File: src/rtl/sdp_pkg.sv
package sdp_pkg;
  localparam int FRAME_W = 32;
  localparam int CMD_LSB = 28;
  localparam int EN_BIT  = 27;

  typedef enum logic [3:0] {
    CMD_NOP    = 4'd0,
    CMD_STATUS = 4'd1,
    CMD_WP0    = 4'd2,
    CMD_WP1    = 4'd3,
    CMD_BRK    = 4'd4,
    CMD_MASK   = 4'd5,
    CMD_EXIT   = 4'd6
  } sdp_cmd_e;
endpackage

File: src/rtl/sdp_serial.sv
module sdp_serial #(
  parameter int FRAME_W = 32
) (
  input  logic               clk,
  input  logic               rst_n,
  input  logic               ser_clk,
  input  logic               ser_din,
  input  logic [FRAME_W-1:0] reply_word,
  output logic               frame_vld,
  output logic [FRAME_W-1:0] frame_word,
  output logic               ser_dout
);
  localparam int CNT_W = $clog2(FRAME_W);

  // Synchronisers are not reset so the strap level is tracked through reset.
  logic [1:0] clk_sync, din_sync;
  logic       clk_prev;
  always_ff @(posedge clk) begin
    clk_sync <= {clk_sync[0], ser_clk};
    din_sync <= {din_sync[0], ser_din};
    clk_prev <= clk_sync[1];
  end

  logic rise, fall;
  assign rise = clk_sync[1] & ~clk_prev;
  assign fall = ~clk_sync[1] & clk_prev;

  logic [CNT_W-1:0]   bit_cnt;
  logic [FRAME_W-1:0] rx_sh, tx_sh;
  logic               tx_hold;
  logic               last_bit;

  assign last_bit   = (bit_cnt == CNT_W'(FRAME_W - 1));
  assign frame_word = {rx_sh[FRAME_W-2:0], din_sync[1]};
  assign frame_vld  = rise & last_bit;
  assign ser_dout   = tx_sh[FRAME_W-1];

  always_ff @(posedge clk) begin
    if (!rst_n) begin
      bit_cnt <= '0;
      rx_sh   <= '0;
    end else if (rise) begin
      rx_sh   <= frame_word;
      bit_cnt <= last_bit ? '0 : bit_cnt + 1'b1;
    end
  end

  // The fall that follows a reply load keeps the MSB on the line for the next rise.
  always_ff @(posedge clk) begin
    if (!rst_n) begin
      tx_sh   <= '0;
      tx_hold <= 1'b1;
    end else if (frame_vld) begin
      tx_sh   <= reply_word;
      tx_hold <= 1'b1;
    end else if (fall) begin
      if (tx_hold) tx_hold <= 1'b0;
      else         tx_sh   <= {tx_sh[FRAME_W-2:0], 1'b0};
    end
  end


  dout_edge_chk: assert property (@(posedge clk) disable iff (!rst_n)
    !$stable(ser_dout) |-> $past(frame_vld || fall));
endmodule

File: src/rtl/sdp_addr_cmp.sv
module sdp_addr_cmp #(
  parameter int ADDR_W = 24
) (
  input  logic              clk,
  input  logic              rst_n,
  input  logic              cfg_we,
  input  logic              cfg_en,
  input  logic [ADDR_W-1:0] cfg_addr,
  input  logic              bus_valid,
  input  logic [ADDR_W-1:0] bus_addr,
  output logic              hit
);
  logic              en_q;
  logic [ADDR_W-1:0] addr_q;

  always_ff @(posedge clk) begin
    if (!rst_n) begin
      en_q   <= 1'b0;
      addr_q <= '0;
    end else if (cfg_we) begin
      en_q   <= cfg_en;
      addr_q <= cfg_addr;
    end
  end

  always_ff @(posedge clk) begin
    if (!rst_n) hit <= 1'b0;
    else        hit <= bus_valid && en_q && (bus_addr == addr_q);
  end


  hit_qual_chk: assert property (@(posedge clk) disable iff (!rst_n)
    hit |-> $past(bus_valid && en_q));
endmodule

File: src/rtl/sdp_ctrl.sv
module sdp_ctrl
  import sdp_pkg::*;
#(
  parameter int ADDR_W  = 24,
  parameter int NUM_WP  = 2,
  parameter int CAUSE_W = 4
) (
  input  logic               clk,
  input  logic               rst_n,
  input  logic               ser_clk,
  input  logic               ser_din,
  output logic               ser_dout,
  input  logic               exc_req,
  input  logic [CAUSE_W-1:0] exc_cause,
  output logic               exc_dbg,
  output logic               exc_normal,
  input  logic               bus_valid,
  input  logic [ADDR_W-1:0]  bus_addr,
  output logic [NUM_WP-1:0]  wp_flag,
  output logic               brk_req,
  output logic               dbg_mode
);
  localparam int NUM_CAUSE = 1 << CAUSE_W;
  localparam int STAT_MODE = FRAME_W - 1;
  localparam int STAT_CV   = FRAME_W - 2;
  localparam int STAT_CAU  = 16;

  logic               frame_vld;
  logic [FRAME_W-1:0] frame_word;
  logic [FRAME_W-1:0] reply_word;
  logic [3:0]         cmd;
  logic               cfg_en;
  logic [ADDR_W-1:0]  cfg_addr;

  assign cmd      = frame_word[FRAME_W-1:CMD_LSB];
  assign cfg_en   = frame_word[EN_BIT];
  assign cfg_addr = frame_word[ADDR_W-1:0];

  sdp_serial #(.FRAME_W(FRAME_W)) u_serial (
    .clk        (clk),
    .rst_n      (rst_n),
    .ser_clk    (ser_clk),
    .ser_din    (ser_din),
    .reply_word (reply_word),
    .frame_vld  (frame_vld),
    .frame_word (frame_word),
    .ser_dout   (ser_dout)
  );

  logic [NUM_WP-1:0] wp_hit;
  genvar gi;
  generate
    for (gi = 0; gi < NUM_WP; gi++) begin : g_wp
      logic we;
      assign we = frame_vld && (cmd == 4'(CMD_WP0) + 4'(gi));
      sdp_addr_cmp #(.ADDR_W(ADDR_W)) u_cmp (
        .clk       (clk),
        .rst_n     (rst_n),
        .cfg_we    (we),
        .cfg_en    (cfg_en),
        .cfg_addr  (cfg_addr),
        .bus_valid (bus_valid),
        .bus_addr  (bus_addr),
        .hit       (wp_hit[gi])
      );
    end
  endgenerate
  assign wp_flag = wp_hit;

  logic brk_we;
  assign brk_we = frame_vld && (cmd == CMD_BRK);
  sdp_addr_cmp #(.ADDR_W(ADDR_W)) u_brk (
    .clk       (clk),
    .rst_n     (rst_n),
    .cfg_we    (brk_we),
    .cfg_en    (cfg_en),
    .cfg_addr  (cfg_addr),
    .bus_valid (bus_valid),
    .bus_addr  (bus_addr),
    .hit       (brk_req)
  );

  logic [NUM_CAUSE-1:0] exc_mask;
  logic [CAUSE_W-1:0]   cause_q;
  logic                 cause_vld;
  logic                 take;

  assign take = exc_req && exc_mask[exc_cause] && !dbg_mode;

  // Strap: the serial clock level seen during reset selects the initial mode.
  always_ff @(posedge clk) begin
    if (!rst_n) begin
      dbg_mode   <= ser_clk;
      cause_q    <= '0;
      cause_vld  <= 1'b0;
      exc_mask   <= '0;
      exc_dbg    <= 1'b0;
      exc_normal <= 1'b0;
    end else begin
      exc_dbg    <= take;
      exc_normal <= exc_req && !take;
      if (frame_vld && cmd == CMD_MASK) exc_mask <= frame_word[NUM_CAUSE-1:0];
      if (frame_vld && cmd == CMD_EXIT) begin
        dbg_mode  <= 1'b0;
        cause_vld <= 1'b0;
        cause_q   <= '0;
      end
      if (take) begin
        dbg_mode  <= 1'b1;
        cause_vld <= 1'b1;
        cause_q   <= exc_cause;
      end
    end
  end

  logic [FRAME_W-1:0] status_word;
  always_comb begin
    status_word                        = '0;
    status_word[STAT_MODE]             = dbg_mode;
    status_word[STAT_CV]               = cause_vld;
    status_word[STAT_CAU +: CAUSE_W]   = cause_q;
    status_word[0 +: NUM_CAUSE]        = exc_mask;
    reply_word = (cmd == CMD_STATUS) ? status_word : frame_word;
  end


  dbg_entry_chk: assert property (@(posedge clk) disable iff (!rst_n)
    $rose(dbg_mode) |-> $past(exc_req) && exc_dbg);

  exit_clear_chk: assert property (@(posedge clk) disable iff (!rst_n)
    (frame_vld && cmd == CMD_EXIT && !exc_req) |=> (!dbg_mode && !cause_vld));

  normal_src_chk: assert property (@(posedge clk) disable iff (!rst_n)
    exc_normal |-> ($past(exc_req) && !exc_dbg));
endmodule

File: config.mk
export PLATFORM = sky130hd
export DESIGN_NAME = sdp_ctrl
export DESIGN_NICKNAME = d
export VERILOG_FILES = /design/src/rtl/sdp_pkg.sv /design/src/rtl/sdp_serial.sv /design/src/rtl/sdp_addr_cmp.sv /design/src/rtl/sdp_ctrl.sv
export SDC_FILE = /design/constraint.sdc
export NUM_CORES = 1
export LEC_CHECK = 0
export BUFFER_PORTS_ARGS = -buffer_cell sky130_fd_sc_hd__buf_2
export CORE_MARGIN = 3
export CORE_UTILIZATION = 33
export DETAILED_ROUTE_END_ITERATION = 10
export SLEW_MARGIN = 20
export SYNTH_ARGS = -nofsm -noshare
export SYNTH_HDL_FRONTEND = slang
export SYNTH_HIERARCHICAL = 1
export SYNTH_SLANG_ARGS = --single-unit
File: constraint.sdc
create_clock -name clk -period 4.2 [get_ports clk]
set_input_delay 0 -clock clk [delete_from_list [all_inputs] [get_ports clk]]
set_output_delay 0 -clock clk [all_outputs]
set_load 0.02 [all_outputs]
# After elaboration in Yosys (flattened, before gate mapping)
# Cells that the tools add are included.
# totals
ff_bits	176
in_bits	34
output_inout_bits	7
word_cells	74
# op_classes
add_sub_neg	1
n_lt_le_gt_ge	1
eq_ne	12
mux	12
bitwise	6
reduce_logical	20
# ops
operator	count
$mux 32	4
$eq 24x24->1	3
$logic_and 1x1->1	14
$eq 4x3->1 const B	3
$eq 4x2->1 const B	2
$mux 4	2
$add 5x1->5 const B	1
$eq 5x5->1 const B	1
$lt 4x5->1 const B	1
$mux 5	1
$bmux 1 s4	1
$eq 4x1->1 const B	1
$mux 1	4
$reduce_bool 2->1	2
$and 1x1->1	3
$ne 3x1->1 const B	1
$not 1->1	3
$logic_not 1->1	2
$ne 2x2->1 const B	1
$reduce_and 2->1	1
$reduce_or 2->1	1

# Depth between registers and ports, before layout
# Gate-level depths: netlist (run 1).
# logic_depth
word_depth	7
ltp_mapped	13
ltp_nobuf	9

# By module
# The synthesis (run 1) kept the hierarchy.
# by_module_without_submodules
mod	instances	cells_each	area_each_um2
sdp_addr_cmp	3	114	1226.2
sdp_serial	1	320	2787.7
sdp_ctrl	1	136	1376.3

# Worst setup path after synthesis (run 1)
# Ideal clock, no wire load.
# synth_timing
path_kind	register -> register
from	reg u_serial.bit_cnt[0]
to	reg exc_mask[10]
setup_time_ps	128
t_arrival_ps	2575
path_slack_ps	1497
stages_incl_launch_ff	14
path_buffers	4
period_less_slack_ps	2703
cell_sequence	dfxtp_1 > ha_1 > and3_1 > ha_1 > nand3b_1 > clkbuf_1 > buf_2 > inv_1 > nand3b_1 > or3b_2 > buf_2 > buf_2 > mux2i_1 > nor2_1
# synth_via
elab_chain_cells	3
# synth_rtl
element	line_no	source
start: declaration	sdp_serial.sv:28	logic [CNT_W-1:0] bit_cnt;
start signal: assignment	sdp_serial.sv:44	bit_cnt <= last_bit ? '0 : bit_cnt + 1'b1;
$eq 5x5->1	sdp_serial.sv:33	assign last_bit = (bit_cnt == CNT_W'(FRAME_W - 1));
$and 1x1->1	sdp_serial.sv:35	assign frame_vld = rise & last_bit;
named net frame_vld	sdp_ctrl.sv:28	logic frame_vld;
$logic_and 1x1->1	sdp_ctrl.sv:102	if (frame_vld && cmd == CMD_MASK) exc_mask <= frame_word[NUM_CAUSE-1:0];
end signal: assignment	sdp_ctrl.sv:102	
end: declaration	sdp_ctrl.sv:83	logic [NUM_CAUSE-1:0] exc_mask;
# The timed path passes the listed nets, and every way through them passes these cells.
# A chain may end at the register's enable or synchronous reset.

# Worst setup path in the final report (run 1)
# layout_timing
from	reg u_serial.bit_cnt[0]
to	reg g_wp[1].u_cmp.addr_q[9]
# layout_via
elab_chain_cells	3
# layout_rtl
element	line_no	source
$eq 5x5->1	sdp_serial.sv:33	
$and 1x1->1	sdp_serial.sv:35	
named net frame_vld	sdp_ctrl.sv:28	
$logic_and 1x1->1	sdp_ctrl.sv:55	assign we = frame_vld && (cmd == 4'(CMD_WP0) + 4'(gi));
named net g_wp[1].we	sdp_ctrl.sv:54	logic we;
end signal: assignment	sdp_addr_cmp.sv:22	addr_q <= cfg_addr;
end: declaration	sdp_addr_cmp.sv:14	logic [ADDR_W-1:0] addr_q;
# The timed path passes the listed nets, and every way through them passes these cells.

==> flow_metrics.py, run 1 <==
metrics = {
    "run_status": {
        "status": "finished, final reports clean",
    },
    "routing": {
        "finalWirelength_um": 17800,
        "num_vias": 5500,
        "wl_per_cell_um": 15.4,
        "ant_nets": 0,
        "drt_iter0_drc": 296,
        "firstDrtPassIters": 4,
        "drc": 0,
        "viasPerCell": 4.75,
    },
    "cts": {
        "root_buffer": "clkbuf_16",
        "post_cts_buffers": 0,
        "cts_tree": "done",
        "cts_buffers": 17,
        "worstSkewPairLatency_ps": 420,
        "clkSinkCount": 176,
        "htree_levels": 4,
        "clk_path_buf_depth": 2,
        "clk_pin_slew_ps": 70,
    },
    "critical_path": {
        "cp-start-kind": "flop",
        "cp_max_fo": 25,
        "arrival_ps": 2920,
        "rr_startpoint": "u_serial/bit_cnt[0]",
        "rr_endpoint": "g_wp[1].u_cmp/addr_q[9]",
        "cp-end-kind": "flop",
        "r2r_cells": 9,
        "critPathRequiredTime_ps": 4520,
        "slowest_delay_ps": 770,
        "path_cells": "ha_1 -> and3_1 -> ha_1 -> nand3b_1 -> inv_1 -> nand3b_1 -> nor2_4 -> mux2i_1 -> nor2b_1",
        "crit_type": "reg -> reg",
        "path_buf_inv": 1,
        "worst-r2r-setup-slack_ps": 1590,
        "cp_slowest_cell": "nor2_4",
        "path_delay_family": "simple AND/OR/NAND/NOR gates",
    },
    "timing": {
        "relSlewSlack": 0.309,
        "worst_slack_ps": 1590,
        "fin_skew_ps": 9.41,
        "rsz0062_at_grt": "no",
        "min_period_ps": 2610,
        "timing_max_transition_violations_final": 0,
        "fin_tns_setup_ps": 0,
        "hold_viol": 0,
        "fin_crit_sh": 0.620,
        "max_freq_mhz": 384,
        "setup_viol": 0,
        "worstMarginPinSlew_ps": 1030,
        "hold_slack_ps": 52.5,
    },
    "min_path": {
        "hold_class": "in -> reg",
        "worstHoldEndpoint": "exc_normal",
        "worstHoldStart": "exc_cause[3]",
        "holdPathStages": 4,
    },
    "die": {
        "core_area_um2": 23000,
        "fp-row-count": 55,
        "start_util": 0.341,
        "ios": 41,
        "fp.dieH_um": 160,
        "die_w_um": 160,
        "die-area_um2": 25700,
    },
    "logic_synthesis": {
        "yosys_register_bits": 176,
        "synth.net_count": 834,
        "postSynthCellCount": 798,
        "syn-cell-area_um2": 7840,
        "ys_seq_area_frac": 0.451,
        "synthFlopType": "dfxtp_1",
        "avgSynthCellArea_um2": 9.83,
        "ys_async_sr_fraction": 0,
        "synthDistinctLibCells": 47,
        "ys_warn_count": 6,
        "synth_edf_count": 1,
    },
    "layout": {
        "num_antenna_cells": 0,
        "drive_above_1_share": 0.141,
        "fillers": 2334,
        "synthToLayoutAreaGrowth_pct": 15.1,
        "postLayoutCoreUtil": 0.393,
        "nets": 867,
    },
    "pwr": {
        "ir_worst_vdd_mv": 0.245,
        "power_density_nw_per_um2": 387,
        "p_total_w": 0.00350,
        "leakage_nw": 3.28,
    },
    "grt": {
        "overflow": 0,
        "grt_pass1_vias": 5448,
        "grt.total_usage": 0.142,
        "antenna_found_initial": 0,
        "grt_pass1_wl_um": 29400,
        "grt_max_degree": 52,
    },
    "placement": {
        "port_buffers": 40,
        "post-place-ws_ps": 1640,
        "place_hpwl_um": 11600,
        "gp_congestion": 0.754,
    },
    "run": {
        "maxCapViolCount": 0,
    },
}
synthesized netlist by cell type (all sizes together), types with 2 or more instances:
cell type	count	area, µm²
a21o	3	22.5
a21oi	34	170
a22o	3	26.3
a31oi	16	100
buf	25	164
clkbuf	25	93.8
clkinv	2	7.51
dfxtp	175	3500
ha	2	25.0
inv	6	22.5
mux2	22	248
mux2i	92	921
mux4	2	45.0
nand2	104	393
nand2b	3	18.8
nand3	5	25.0
nand3b	4	30.0
nand4	9	56.3
nor2	22	82.6
nor2b	85	532
nor3	4	31.3
nor4	16	119
o21a	16	120
o21ai	18	90.1
o221a	16	180
o22ai	2	12.5
or3b	2	17.5
xnor2	25	219
xor2	49	429
cell families after synthesis:
logic type | after synthesis | synth area share
AOI/OAI and AO/OA | 114 | 0.101
xor gates and xnor gates | 74 | 0.0826
adders and majority gates | 2 | 0.00319
buffers and inverters | 58 | 0.0367
DFF | 176 | 0.451
muxes | 116 | 0.155
and+or+nand+nor | 258 | 0.171
layout make-up:
class	count	area, µm²	share of cell area
inverter	8	30.0	0.00333
sequential	176	3530	0.392
clock buffer	20	447	0.0495
timing repair buffer	64	420	0.0466
tap	313	392	0.0434
clock inverter	12	156	0.0173
multi-input combinational	564	4050	0.448
stage by stage:
step                      cells  cell area [µm²]
after floorplan             798             7840
after global placement     1109             8260
after detailed placement   1109             8260
after CTS                  1157             9020
after global routing       1157             9020
final                      1157             9020
worst reg2reg max path, stage by stage (launching register included):
cell and delay (ps):
dfxtp_1 390, ha_1 190, and3_1 170, ha_1 200, nand3b_1 130, inv_1 100
nand3b_1 180, nor2_4 780, mux2i_1 320, nor2b_1 60
how the worst max path moves through the flow:
stage                               end  slack (ps)  depth (start not counted)                start
4_1_cts         g_wp[1].u_cmp/addr_q[9]        1580                          9  u_serial/bit_cnt[0]
2_1_floorplan              exc_mask[10]        1500                         13  u_serial/bit_cnt[0]
6_report        g_wp[1].u_cmp/addr_q[9]        1590                          9  u_serial/bit_cnt[0]
5_1_grt        g_wp[1].u_cmp/addr_q[15]        1350                          9  u_serial/bit_cnt[0]
3_3_place_gp   g_wp[1].u_cmp/addr_q[10]        1700                          9  u_serial/bit_cnt[0]
3_5_place_dp    g_wp[1].u_cmp/addr_q[9]        1640                          9  u_serial/bit_cnt[0]
cells in the final DEF, fill, tap and decap left out, types with 3 or more instances in the layout:
cell	n
nand3_1	5
dlygate4sd3_1	16
a31oi_1	16
o221a_1	15
nand3b_1	4
nor4_1	13
a21oi_1	34
nor3_2	3
nand4_1	9
mux2_2	22
o21ai_0	18
nor4_2	3
nand2b_1	3
nand2_1	103
buf_2	40
xnor2_1	25
mux2i_1	92
nor2b_1	84
dfxtp_1	175
nor2_1	21
bufinv_16	3
o21a_1	16
a22o_1	3
clkbuf_16	17
a21o_1	3
inv_6	3
xor2_1	49
clkinv_2	3
buf_4	8
inv_1	6
metal layers:
metal  GRT usage  up-vias  share of wire
met3      0.0252       13          0.026
met5           0        -              0
met2       0.238       67           0.49
met4      0.0402        0         0.0087
met1       0.187     2615           0.47
li1            -     2805              -
flip-flops by register name, summed over array words and instances, names as in the netlist:
register           count
exc_normal             1
u_brk/en_q             1
cause_vld              1
u_serial/clk_prev      1
u_serial/rx_sh        31
u_serial/tx_sh        32
g_wp.u_cmp/en_q        2
u_serial/tx_hold       1
u_serial/din_sync      2
g_wp.u_cmp/addr_q     48
g_wp.u_cmp/hit         2
u_brk/addr_q          24
cause_q                4
exc_mask              16
u_serial/bit_cnt       5
exc_dbg                1
u_serial/clk_sync      2
dbg_mode               1
u_brk/hit              1
power breakdown:
part           total [W]  internal [W]  switching (W)
logic           0.000172     0.0000757      0.0000965
registers        0.00170       0.00168      0.0000129
clock network    0.00163      0.000957       0.000669
repair_timing:
item                      CTS  global route
hold endpoints to repair   11             0
gates resized for setup     0             0
hold buffers               16             0
(Power assumes the default switching activity.)
==> run 2, diff against run 1 <==
==> constraint.sdc (replaced) <==
create_clock -name clk -period 2.1 [get_ports clk]
set_input_delay 0 -clock clk [delete_from_list [all_inputs] [get_ports clk]]
set_output_delay 0 -clock clk [all_outputs]
set_load 0.02 [all_outputs]
==> run 2 against run 1 <==
  * Clock-buffer cell count stayed put
  * Register-to-register slack worse by 1600 ps
  * Combinational power grew 110%
  * Highest routed layer unchanged
  * Largest cell class unchanged
  * Final cell count up 1.8%
  * Worst setup slack worse by 1600 ps
==> flow_metrics.py, run 2 (synthesis results as in run 1) <==
metrics = {
    "timing": {
        "rsz0062_at_grt": "yes",
        "fin_skew_ps": 6.51,
        "timing_max_transition_violations_final": 0,
        "relSlewSlack": 0.593,
        "worstMarginPinSlew_ps": 610,
        "min_period_ps": 2070,
        "hold_viol": 0,
        "setup_viol": 0,
        "max_freq_mhz": 483,
        "worst_slack_ps": 30.6,
        "fin_crit_sh": 0.985,
        "fin_tns_setup_ps": 0,
    },
    "cts": {
        "htree_levels": 4,
        "clk_pin_slew_ps": 70,
        "clk_path_buf_depth": 2,
        "cts_buffers": 17,
        "root_buffer": "clkbuf_16",
        "cts_tree": "done",
        "worstSkewPairLatency_ps": 420,
        "clkSinkCount": 176,
    },
    "min_path": {
        "hold_class": "in -> reg",
    },
    "layout": {
        "final_common_cell": "dfxtp_1",
        "num_antenna_cells": 0,
        "fillers": 2283,
        "postLayoutCoreUtil": 0.406,
        "synthToLayoutAreaGrowth_pct": 19.1,
        "drive_above_1_share": 0.165,
        "largest_register_ffs": 48,
        "largest-register": "g_wp.u_cmp/addr_q",
        "nets": 888,
        "layout_common_cells": "173 x dfxtp_1, 103 x nand2_1, 92 x mux2i_1",
        "multi_input_area_um2": 4090,
        "regArea_um2": 3540,
        "reg_top3": "g_wp.u_cmp/addr_q: 48 flops, u_serial/tx_sh: 32 flops, u_serial/rx_sh: 31 flops",
    },
    "die": {
        "ios": 41,
        "core_area_um2": 23000,
        "fp.dieH_um": 160,
        "die-area_um2": 25700,
        "start_util": 0.341,
        "die_w_um": 160,
        "fp-row-count": 55,
    },
    "grt": {
        "overflow": 0,
        "grt_max_degree": 76,
        "antenna_found_initial": 0,
        "grt_pass1_vias": 5481,
        "grt_pass1_wl_um": 29000,
        "grt.total_usage": 0.139,
    },
    "pwr": {
        "power_density_nw_per_um2": 751,
        "leakage_nw": 3.37,
        "p_total_w": 0.00701,
        "ir_worst_vdd_mv": 0.480,
    },
    "routing": {
        "wl_per_cell_um": 15.4,
        "num_vias": 5590,
        "finalWirelength_um": 18200,
        "drt_iter0_drc": 375,
        "ant_nets": 0,
        "viasPerCell": 4.75,
        "drc": 0,
        "firstDrtPassIters": 4,
    },
    "critical_path": {
        "cp_max_fo": 12,
        "cp-end-kind": "flop",
        "worst-r2r-setup-slack_ps": 30,
        "crit_type": "reg -> reg",
        "arrival_ps": 2390,
        "cp-start-kind": "flop",
        "critPathRequiredTime_ps": 2420,
    },
    "placement": {
        "post-place-ws_ps": 23.0,
        "port_buffers": 40,
        "gp_congestion": 0.740,
        "place_hpwl_um": 12100,
    },
    "run_status": {
        "status": "finished, final reports clean",
    },
    "run": {
        "maxCapViolCount": 0,
    },
}
-- run 2: changes by cell type in the layout (fill, tap and decap cells not counted), sizes merged --
cell	change
clkinv	-2
buf	+15
clkbuf	+2
dlygate4sd3	+4
clkinvlp	+4
inv	-2
-- run 2: path summary, 6_finish.rpt --
path	startpoint	end	cells after the start
worst min-delay path	bus_addr[21]	u_brk/hit	4
worst max register to register	u_serial/bit_cnt[1]	g_wp[1].u_cmp/addr_q[14]	10
worst max-delay path	u_serial/bit_cnt[1]	g_wp[1].u_cmp/addr_q[14]	10
worst min register to register	u_serial/clk_sync[0]	u_serial/clk_sync[1]	0
-- run 2: timing repair --
action                                 4_1_cts  5_1_grt
setup endpoints to repair                    0       47
hold buffers                                20        0
gates resized for setup                      0        1
setup buffers                                0        2
endpoints found under the hold margin       14        0
-- run 2: cell type report --
cell class / count / share of cell area
Multi-Input combinational cell: 564 / 0.438
Clock inverter: 12 / 0.0170
Clock buffer: 20 / 0.0478
Tap cell: 313 / 0.0419
Inverter: 8 / 0.00322
Timing Repair Buffer: 85 / 0.0734
Sequential cell: 176 / 0.379
-- run 2: per-stage QoR --
stage	hold slack (ps)	cells	cell area [µm²]
2_1_floorplan	27.7	798	7970
3_3_place_gp	105	1122	8460
3_5_place_dp	106	1122	8460
4_1_cts	5.29	1174	9270
5_1_grt	10.8	1178	9340
6_report	2.41	1178	9340
-- run 2: power breakdown --
part / leakage, nW / switching (W) / total, W / internal (W)
clock network: 0.279 / 0.00134 / 0.00325 / 0.00191
logic: 1.67 / 0.000196 / 0.000367 / 0.000171
registers: 1.42 / 0.0000250 / 0.00339 / 0.00337
total: 3.37 / 0.00156 / 0.00701 / 0.00545
-- run 2: metal layers --
metal	vias up	GRT usage	part of all wire
li1	2849	-	-
met4	0	0.0414	0.012
met3	16	0.0327	0.034
met2	70	0.234	0.48
met1	2655	0.179	0.47
met5	-	0	0
-- run 2: worst max-delay path: stages (launching register included) --
cell and delay (ps):
dfxtp_2 350, ha_4 130, and3_4 190, ha_4 120, nand3b_1 110, inv_2 70, nand3b_1 180, nor2_4 300
clkbuf_16 250, mux2i_1 190, nor2b_1 60
